## config.mk

```make
export PLATFORM = sky130hd
export DESIGN_NAME = ocl_pulse_limiter
export DESIGN_NICKNAME = d
export VERILOG_FILES = /design/src/rtl/ocl_pkg.sv /design/src/rtl/ocl_blank_timer.sv /design/src/rtl/ocl_skip_ctrl.sv /design/src/rtl/ocl_pulse_limiter.sv
export SDC_FILE = /design/constraint.sdc
export NUM_CORES = 1
export LEC_CHECK = 0
export BUFFER_PORTS_ARGS = -buffer_cell sky130_fd_sc_hd__clkbuf_2
export CAP_MARGIN = 20
export CORE_UTILIZATION = 31
export DETAILED_ROUTE_END_ITERATION = 16
export HOLD_SLACK_MARGIN = 0.02
export MAX_ROUTING_LAYER = met4
export SLEW_MARGIN = 25
export SYNTH_ARGS = -nofsm -noshare
export SYNTH_HDL_FRONTEND = slang
export SYNTH_SLANG_ARGS = --single-unit
```

## constraint.sdc

```tcl
create_clock -name clk_i -period 2.05 [get_ports clk_i]
set_input_delay 0.3075 -clock clk_i [delete_from_list [all_inputs] [get_ports clk_i]]
set_output_delay 0.3075 -clock clk_i [all_outputs]
set_load 0.005 [all_outputs]
```

## src/rtl/ocl_pkg.sv

```systemverilog
package ocl_pkg;
  typedef enum logic [1:0] {
    EV_NONE  = 2'd0,
    EV_CLEAN = 2'd1,
    EV_FAULT = 2'd2
  } blank_ev_e;
endpackage

```

## src/rtl/ocl_blank_timer.sv

```systemverilog
module ocl_blank_timer #(
  parameter int BLANK_CYC = 20
) (
  input  logic clk_i,
  input  logic rst_ni,
  input  logic start_i,
  input  logic abort_i,
  output logic active_o,
  output logic end_o
);
  localparam int CW = (BLANK_CYC < 2) ? 1 : $clog2(BLANK_CYC);
  localparam logic [CW-1:0] LAST = CW'(BLANK_CYC - 1);

  logic [CW-1:0] cnt_q;
  logic          active_q;

  always_ff @(posedge clk_i or negedge rst_ni) begin
    if (!rst_ni) begin
      active_q <= 1'b0;
      cnt_q    <= '0;
    end else if (start_i) begin
      active_q <= 1'b1;
      cnt_q    <= '0;
    end else if (abort_i) begin
      active_q <= 1'b0;
    end else if (active_q) begin
      if (cnt_q == LAST) active_q <= 1'b0;
      else               cnt_q    <= cnt_q + 1'b1;
    end
  end

  assign active_o = active_q;
  assign end_o    = active_q && (cnt_q == LAST);


  window_run_chk: assert property (@(posedge clk_i) disable iff (!rst_ni)
    active_q && !end_o && !start_i && !abort_i |=> active_q);
endmodule

```

## src/rtl/ocl_skip_ctrl.sv

```systemverilog
module ocl_skip_ctrl
  import ocl_pkg::*;
#(
  parameter int SKIP_W = 3
) (
  input  logic              clk_i,
  input  logic              rst_ni,
  input  blank_ev_e         ev_i,
  input  logic              consume_i,
  output logic [SKIP_W-1:0] level_o,
  output logic              pending_o
);
  localparam logic [SKIP_W-1:0] LVL_MAX = {SKIP_W{1'b1}};

  logic [SKIP_W-1:0] level_q, left_q, lvl_up;

  assign lvl_up = (level_q == LVL_MAX) ? LVL_MAX : level_q + 1'b1;

  always_ff @(posedge clk_i or negedge rst_ni) begin
    if (!rst_ni) begin
      level_q <= '0;
      left_q  <= '0;
    end else begin
      if (ev_i == EV_FAULT) begin
        level_q <= lvl_up;
        left_q  <= lvl_up;
      end else begin
        if (ev_i == EV_CLEAN && level_q != '0) level_q <= level_q - 1'b1;
        if (consume_i && left_q != '0)         left_q  <= left_q - 1'b1;
      end
    end
  end

  assign level_o   = level_q;
  assign pending_o = (left_q != '0);


  fault_step_chk: assert property (@(posedge clk_i) disable iff (!rst_ni)
    ev_i == EV_FAULT && level_q != LVL_MAX |=> level_q == $past(level_q) + 1'b1);

  skip_load_chk: assert property (@(posedge clk_i) disable iff (!rst_ni)
    ev_i == EV_FAULT |=> pending_o);

  sat_hold_chk: assert property (@(posedge clk_i) disable iff (!rst_ni)
    ev_i == EV_FAULT && level_q == LVL_MAX |=> level_q == LVL_MAX);

  clean_step_chk: assert property (@(posedge clk_i) disable iff (!rst_ni)
    ev_i == EV_CLEAN && level_q != '0 |=> level_q == $past(level_q) - 1'b1);
endmodule

```

## src/rtl/ocl_pulse_limiter.sv

```systemverilog
module ocl_pulse_limiter
  import ocl_pkg::*;
#(
  parameter int BLANK_CYC = 20,
  parameter int SKIP_W    = 3
) (
  input  logic              clk_i,
  input  logic              rst_ni,
  input  logic              period_start_i,
  input  logic              pwm_req_i,
  input  logic              oc_flag_i,
  output logic              gate_en_o,
  output logic [SKIP_W-1:0] skip_cnt_o
);
  logic      on_q;
  logic      pending, blanking, blank_end;
  logic      pulse_start, consume, eval, late_cut;
  blank_ev_e ev;

  assign pulse_start = period_start_i && !pending && pwm_req_i;
  assign consume     = period_start_i && pending;
  // one sample of the flag, at the last blanking cycle of a live pulse
  assign eval        = on_q && pwm_req_i && !period_start_i && blank_end;
  assign ev          = !eval ? EV_NONE : (oc_flag_i ? EV_FAULT : EV_CLEAN);
  assign late_cut    = on_q && !blanking && oc_flag_i;

  ocl_blank_timer #(.BLANK_CYC(BLANK_CYC)) i_blank (
    .clk_i    (clk_i),
    .rst_ni   (rst_ni),
    .start_i  (pulse_start),
    .abort_i  (!pwm_req_i || consume),
    .active_o (blanking),
    .end_o    (blank_end)
  );

  ocl_skip_ctrl #(.SKIP_W(SKIP_W)) i_skip (
    .clk_i     (clk_i),
    .rst_ni    (rst_ni),
    .ev_i      (ev),
    .consume_i (consume),
    .level_o   (skip_cnt_o),
    .pending_o (pending)
  );

  always_ff @(posedge clk_i or negedge rst_ni) begin
    if (!rst_ni)                                  on_q <= 1'b0;
    else if (pulse_start)                         on_q <= 1'b1;
    else if (period_start_i || !pwm_req_i ||
             ev == EV_FAULT || late_cut)          on_q <= 1'b0;
  end

  assign gate_en_o = on_q;


  start_on_chk: assert property (@(posedge clk_i) disable iff (!rst_ni)
    period_start_i && pwm_req_i && !pending |=> gate_en_o);

  blank_hold_chk: assert property (@(posedge clk_i) disable iff (!rst_ni)
    on_q && blanking && !blank_end && pwm_req_i && !period_start_i |=> gate_en_o);

  fault_off_chk: assert property (@(posedge clk_i) disable iff (!rst_ni)
    blank_end && on_q && pwm_req_i && !period_start_i && oc_flag_i |=> !gate_en_o);

  skip_gate_chk: assert property (@(posedge clk_i) disable iff (!rst_ni)
    period_start_i && pending |=> !gate_en_o);

  late_level_chk: assert property (@(posedge clk_i) disable iff (!rst_ni)
    late_cut |=> $stable(skip_cnt_o) && !gate_en_o);

  short_level_chk: assert property (@(posedge clk_i) disable iff (!rst_ni)
    on_q && !pwm_req_i && !period_start_i |=> $stable(skip_cnt_o));
endmodule

```

### Word-level counts from Yosys, hierarchy flattened

Index checks and enable logic that the tools add are counted.

* add/sub/neg operators: 4
* multiply operators: 0
* div/mod/pow operators: 0
* magnitude comparators: 0
* eq/ne operators: 6
* shifts and indexed selects: 0
* muxes and demuxes: 17
* bitwise operators: 0
* reduce and logical (&&, ||, !) cells: 26

Operator list (number)
* $mux W5: 4
* $mux W3: 5
* $logic_and A1 B1 Y1: 11
* $reduce_bool A2 Y1: 4
* $mux W1: 6
* $reduce_bool A3 Y1: 2
* $sub A3 B1 Y3 const B: 2
* $add A5 B1 Y5 const B: 1
* $eq A5 B5 Y1 const B: 1
* $logic_not A1 Y1: 4
* $logic_or A1 B1 Y1: 4
* $mux W2: 2
* $ne A2 B1 Y1 const B: 2
* $add A3 B1 Y3 const B: 1
* $eq A3 B3 Y1 const B: 1
* $reduce_and A3 Y1: 1
* $eq A2 B1 Y1 const B: 1
* $eq A2 B2 Y1 const B: 1

* flip-flop bits (word level): 13
* bits in latches: 0
* RAM bits: 0
* ROM bits: 0
* bits of input ports: 5
* output and inout bits: 4
* word-level logic and storage cells: 58
* memories: 0

### Logic depth before layout (Yosys ltp)

* depth in word-level cells: 9
* depth in mapped cells: 5
* gate-level depth less buffers: 5

### Modules after synthesis

A second synthesis with hierarchy kept.

* cell total of the unflattened synthesis: 91
* area, all modules: 898.4 µm²

Modules (own cells, without submodules)
* ocl_skip_ctrl: instances 1, cells each 48, area an instance 473.0 µm², seq. area each 150.1 µm²
* ocl_blank_timer: instances 1, cells each 32, area an instance 334.1 µm², seq. area each 150.1 µm²
* ocl_pulse_limiter: instances 1, cells each 11, area an instance 91.3 µm², seq. area each 25.0 µm²

### Least setup slack after synthesis

Ideal clock, no wire load.

* kind: flip-flop to flip-flop
* start point: reg i_blank.cnt_q[0]
* end point: reg i_skip.level_q[1], in the netlist i_skip.level_o[1]
* setup time: 125 ps
* arrival time: 1315 ps
* data required time: 1925 ps
* setup slack: 609 ps
* stages on the path, launching flop included: 6
* path buffers: 1
* period minus slack after synthesis: 1441 ps
* path through: dfrtp_1 -> ha_1 -> nand4bb_1 -> buf_4 -> a211oi_4 -> mux2_4

* word-level cells in the longest chain between the ends: 7
* elaborated cells between the ends (all ways): 9
* those cells by class: eq/ne (3); mux (2); reduce/logical (4)

RTL lines
* start, declared: RTL line ocl_blank_timer.sv:14 `logic [CW-1:0] cnt_q;`
* start signal, assigned: RTL line ocl_blank_timer.sv:28 `else cnt_q <= cnt_q + 1'b1;`
* $eq A5 B5 Y1 *: RTL line ocl_blank_timer.sv:33 `assign end_o = active_q && (cnt_q == LAST);`
* $logic_and A1 B1 Y1 *: RTL line ocl_blank_timer.sv:33
* $logic_and A1 B1 Y1 *: RTL line ocl_pulse_limiter.sv:23 `assign eval = on_q && pwm_req_i && !period_start_i && blank_end;`
* $mux W2 *: RTL line ocl_pulse_limiter.sv:24 `assign ev = !eval ? EV_NONE : (oc_flag_i ? EV_FAULT : EV_CLEAN);`
* $eq A2 B1 Y1: RTL line ocl_skip_ctrl.sv:28 `if (ev_i == EV_CLEAN && level_q != '0) level_q <= level_q - 1'b1;`
* $logic_and A1 B1 Y1: RTL line ocl_skip_ctrl.sv:28
* $reduce_bool A2 Y1 (no source line)
* end signal, assigned: RTL line ocl_skip_ctrl.sv:25 `level_q <= lvl_up;`
* end signal, assigned: RTL line ocl_skip_ctrl.sv:28
* end, declared: RTL line ocl_skip_ctrl.sv:15 `logic [SKIP_W-1:0] level_q, left_q, lvl_up;`

Every way passes the cells marked *; elsewhere a longest branch is shown, timed or not.
A chain may end at the register's enable or synchronous reset.

### Worst setup path after layout

Same ends and word-level chain as after synthesis.

==> impl_metrics.env <==
export IMPL_run_status="finished, final reports clean"
export IMPL_slew_violations=0
export IMPL_cts_clk_slew_worst_paths_ns=0.08
export IMPL_grt_met2_usage_pct=23.7
export IMPL_vias_in_the_first_global_route=648
export IMPL_crit_required_ns=2.22
export IMPL_crit_path_cell_trace="ha_1 > nand4bb_1 > a211oi_4 > mux2_4"
export IMPL_num_vias=669
export IMPL_stdcell_count=125
export IMPL_largest_stage_delay_worst_path_ns=0.39
export IMPL_cts_htree_levels=1
export IMPL_core_rowCount=18
export IMPL_fraction_of_layout_instances_using_a_drive_strength_above_1_pct=20.0
export IMPL_grt_antenna_before_repair=0
export IMPL_power_per_cell_area_mw_per_mm2=774
export IMPL_finalHoldViolCount=0
export IMPL_final_setup_tns_ns=0
export IMPL_routed_via_density=5.35
export IMPL_finalCriticalPeriod_ns=1.76
export IMPL_critical_path_arrival_ns=1.94
export IMPL_layout_area_overhead_vs_synth_pct=10.4
export IMPL_top_cell_type_s_share_of_synthesized_area_pct=37.5
export IMPL_pwr_share_seq_pct=47.9
export IMPL_slowest_stage="sky130_fd_sc_hd__dfrtp_1"
export IMPL_final_antenna_net_count=0
export IMPL_routabilityCongestion=0.791
export IMPL_cts_root_buffer="sky130_fd_sc_hd__clkbuf_4"
export IMPL_grt_overflow=0
export IMPL_post_synth_cell_area_avg_sq_um=10.2
export IMPL_net_switching_power_mw=0.253
export IMPL_placed_cells_incl_taps=120
export IMPL_crit_fanout=8
export IMPL_drc=0
export IMPL_drt_wl_total_um=1650
export IMPL_synth_edff_count=0
export IMPL_timing_max_cap_violations=0
export IMPL_synthCells=85
export IMPL_finalPower_mw=0.741
export IMPL_grt_met1_usage_pct=17.0
export IMPL_busiest_layer="met2"
export IMPL_ys_seq_elements=13
export IMPL_grt_setup_unrepaired="false"
export IMPL_die_span_in_x_um=54.9
export IMPL_yosysWarningCount=0
export IMPL_internal_power_mw=0.488
export IMPL_max_slew_margin_pct=72.3
export IMPL_worstSkewPairLatency_ns=0.28
export IMPL_synth_cell_types=34
export IMPL_postSynth_topFlopCell="sky130_fd_sc_hd__dfrtp_1"
export IMPL_worstSetupPathType="flip-flop to flip-flop"
export IMPL_syn_cell_area_sq_um=867
export IMPL_synth_seq_area_share_pct=37.5
export IMPL_cts_hold_buf=1
export IMPL_final_setup_viol_count=0
export IMPL_cts_buffers_inserted=3
export IMPL_core_area_sq_mm=0.00257
export IMPL_power_switching_fraction_pct=34.2
export IMPL_max_clock_freq_mhz=567
export IMPL_combinational_group_share_of_total_power_pct=29.9
export IMPL_fraction_of_power_consumed_by_the_clock_network_pct=22.2
export IMPL_start_kind="flip-flop"
export IMPL_end_kind="flip-flop"
export IMPL_clk_path_buf_depth=2
export IMPL_die_area_sq_mm=0.00301
export IMPL_grt_first_pass_wirelength_um=2950
export IMPL_mapped_nets=96
export IMPL_hpwl_after_detailed_placement_um=1270
export IMPL_floorplan_die_height_um=54.9
export IMPL_drt_pass1_iterations=4
export IMPL_drt_iter0_drc=8
export IMPL_initial_core_util_pct=33.8
export IMPL_worstHoldPathType="input pin to flip-flop"
export IMPL_port_buffers=8
export IMPL_clock_sinks=13
export IMPL_ports=9
export IMPL_setup_skew_after_layout_ns=0.00405
export IMPL_async_flop_share_pct=100
export IMPL_power_leakage_nw=0.450
export IMPL_cts_post_setup_buffers_inserted=0
export IMPL_grtUsageMet3_pct=4.44
export IMPL_ys_top_cells_by_area="sky130_fd_sc_hd__dfrtp_1 38%, sky130_fd_sc_hd__ha_1 8.7%, sky130_fd_sc_hd__mux2i_1 8.1%, sky130_fd_sc_hd__inv_1 3.5%, sky130_fd_sc_hd__a21oi_1 2.9%"
export IMPL_vdd_ir_drop_worst_mv=0.429
export IMPL_antenna_diode_count=0
export IMPL_cts_tree="built"
export IMPL_synth_area_leader_cell="sky130_fd_sc_hd__dfrtp_1"
export IMPL_wire_per_inst_um=13.2
export IMPL_largest_net_degree_at_the_start_of_global_routing=14
export IMPL_design_final_nets=107
export IMPL_ctsResizeCount=0
export IMPL_final_cycle_share_pct=86.1
export IMPL_worst_slew_pin_slew_ns=0.413
export IMPL_globalRouteTotalUtil_pct=14.6
-- synth_stat cells, types with 2 or more instances --
library cell              number
sky130_fd_sc_hd__a21oi_1       5
sky130_fd_sc_hd__a31oi_1       2
sky130_fd_sc_hd__dfrtp_1      13
sky130_fd_sc_hd__ha_1          6
sky130_fd_sc_hd__inv_1         8
sky130_fd_sc_hd__mux2i_1       7
sky130_fd_sc_hd__nand2_1       4
sky130_fd_sc_hd__nand3_1       5
sky130_fd_sc_hd__nand4_1       3
sky130_fd_sc_hd__nor2_1        3
sky130_fd_sc_hd__nor3_1        2
sky130_fd_sc_hd__o21ai_0       5
-- layer usage --
layer / vias up / part of all wire [%]
met5: - / 0
met4: 0 / 1.2
met3: 4 / 3.4
met2: 10 / 49
met1: 320 / 46
li1: 335 / -
-- flip-flops by register name, indices dropped and copies added, names as in the netlist --
signal	count
i_blank.cnt_q	5
i_skip.left_q	3
i_skip.level_o	3
gate_en_o	1
i_blank.active_o	1
-- metrics by stage --
step                      setup WS [ns]  hold slack [ns]  util [%]  instance area (sq um)
after floorplan                   0.609           0.0119         -                    867
after global placement            0.354            0.224      35.9                    921
after detailed placement          0.318            0.221      35.9                    921
after CTS                         0.271            0.378      37.3                    957
after global routing              0.185            0.418      37.3                    957
final                             0.285            0.381      37.3                    957
-- power groups by stage --
| stage | Clock (mW) | Combinational [mW] | Sequential [mW] |
|---|---|---|---|
| final | 0.165 | 0.221 | 0.355 |
| after CTS | 0.166 | 0.222 | 0.355 |
| after detailed placement | 0 | 0.220 | 0.360 |
| after global placement | 0 | 0.217 | 0.358 |
| after global routing | 0.186 | 0.260 | 0.365 |
| after floorplan | 0 | 0.174 | 0.349 |
-- worst paths after layout --
path	start	slack (ns)	cells past startpoint	to
worst max-delay path	i_blank.cnt_q[0]	0.29	4	i_skip.level_o[1]
worst min-delay path	pwm_req_i	0.38	3	gate_en_o
worst max register to register	i_blank.cnt_q[0]	0.29	4	i_skip.level_o[1]
worst min register to register	i_blank.cnt_q[4]	0.50	1	i_blank.cnt_q[4]
max in group asynchronous	rst_ni	1.36	2	i_skip.left_q[1]
min in group asynchronous	rst_ni	0.45	2	gate_en_o
-- worst max-delay path, delay by kind of cell, from the launching register on --
kind / cells / cell delay, ns
flops: 1 / 0.39
mux: 1 / 0.32
fa+ha+maj: 1 / 0.22
simple gates: 1 / 0.37
compound gates: 1 / 0.34
-- cell families (layout without fill, tap and decap cells) --
logic type      Yosys count  in the layout  share of synthesized area (%)
fa+ha+maj                 6              6                           8.66
compound gates           18             18                           14.6
mux                       8              8                           9.81
flops                    13             13                           37.5
buf+inv                  11             21                           6.20
simple gates             29             29                           23.2
-- layout make-up --
cell class | count | area, sq um
multi-input cells | 61 | 488
well taps | 30 | 37.5
clock buffers | 4 | 26.3
fillers | 272 | 1610
inverters | 8 | 30.0
flip-flops and latches | 13 | 325
repair buffers | 9 | 50.0
-- layout by cell type (no fill, tap or decap) --
cell                            netlist  routed
sky130_fd_sc_hd__dfrtp_1             13      13
sky130_fd_sc_hd__inv_1                8       8
sky130_fd_sc_hd__clkbuf_2             0       8
sky130_fd_sc_hd__mux2i_1              7       7
sky130_fd_sc_hd__ha_1                 6       6
sky130_fd_sc_hd__o21ai_0              5       5
sky130_fd_sc_hd__a21oi_1              5       5
sky130_fd_sc_hd__nand3_1              5       5
sky130_fd_sc_hd__nand2_1              4       4
sky130_fd_sc_hd__nor2_1               3       3
sky130_fd_sc_hd__nand4_1              3       3
sky130_fd_sc_hd__clkbuf_4             0       3
sky130_fd_sc_hd__a31oi_1              2       2
sky130_fd_sc_hd__nor3_1               2       2
sky130_fd_sc_hd__and4bb_4             1       1
sky130_fd_sc_hd__nand3b_1             1       1
sky130_fd_sc_hd__nand4b_1             1       1
sky130_fd_sc_hd__nand4b_4             1       1
sky130_fd_sc_hd__nand4bb_1            1       1
sky130_fd_sc_hd__a211oi_4             1       1
sky130_fd_sc_hd__mux2_4               1       1
sky130_fd_sc_hd__a32oi_1              1       1
sky130_fd_sc_hd__o41ai_1              1       1
sky130_fd_sc_hd__o31ai_1              1       1
sky130_fd_sc_hd__and3b_2              1       1
sky130_fd_sc_hd__nor2b_1              1       1
sky130_fd_sc_hd__and3_2               1       1
sky130_fd_sc_hd__or3_1                1       1
sky130_fd_sc_hd__nand2b_1             1       1
sky130_fd_sc_hd__and4b_2              1       1
sky130_fd_sc_hd__o31a_1               1       1
sky130_fd_sc_hd__a21bo_2              1       1
sky130_fd_sc_hd__nor4_1               1       1
sky130_fd_sc_hd__clkbuf_1             0       1
sky130_fd_sc_hd__dlygate4sd3_1        0       1
Note: power is estimated with default switching activity, not from simulation.
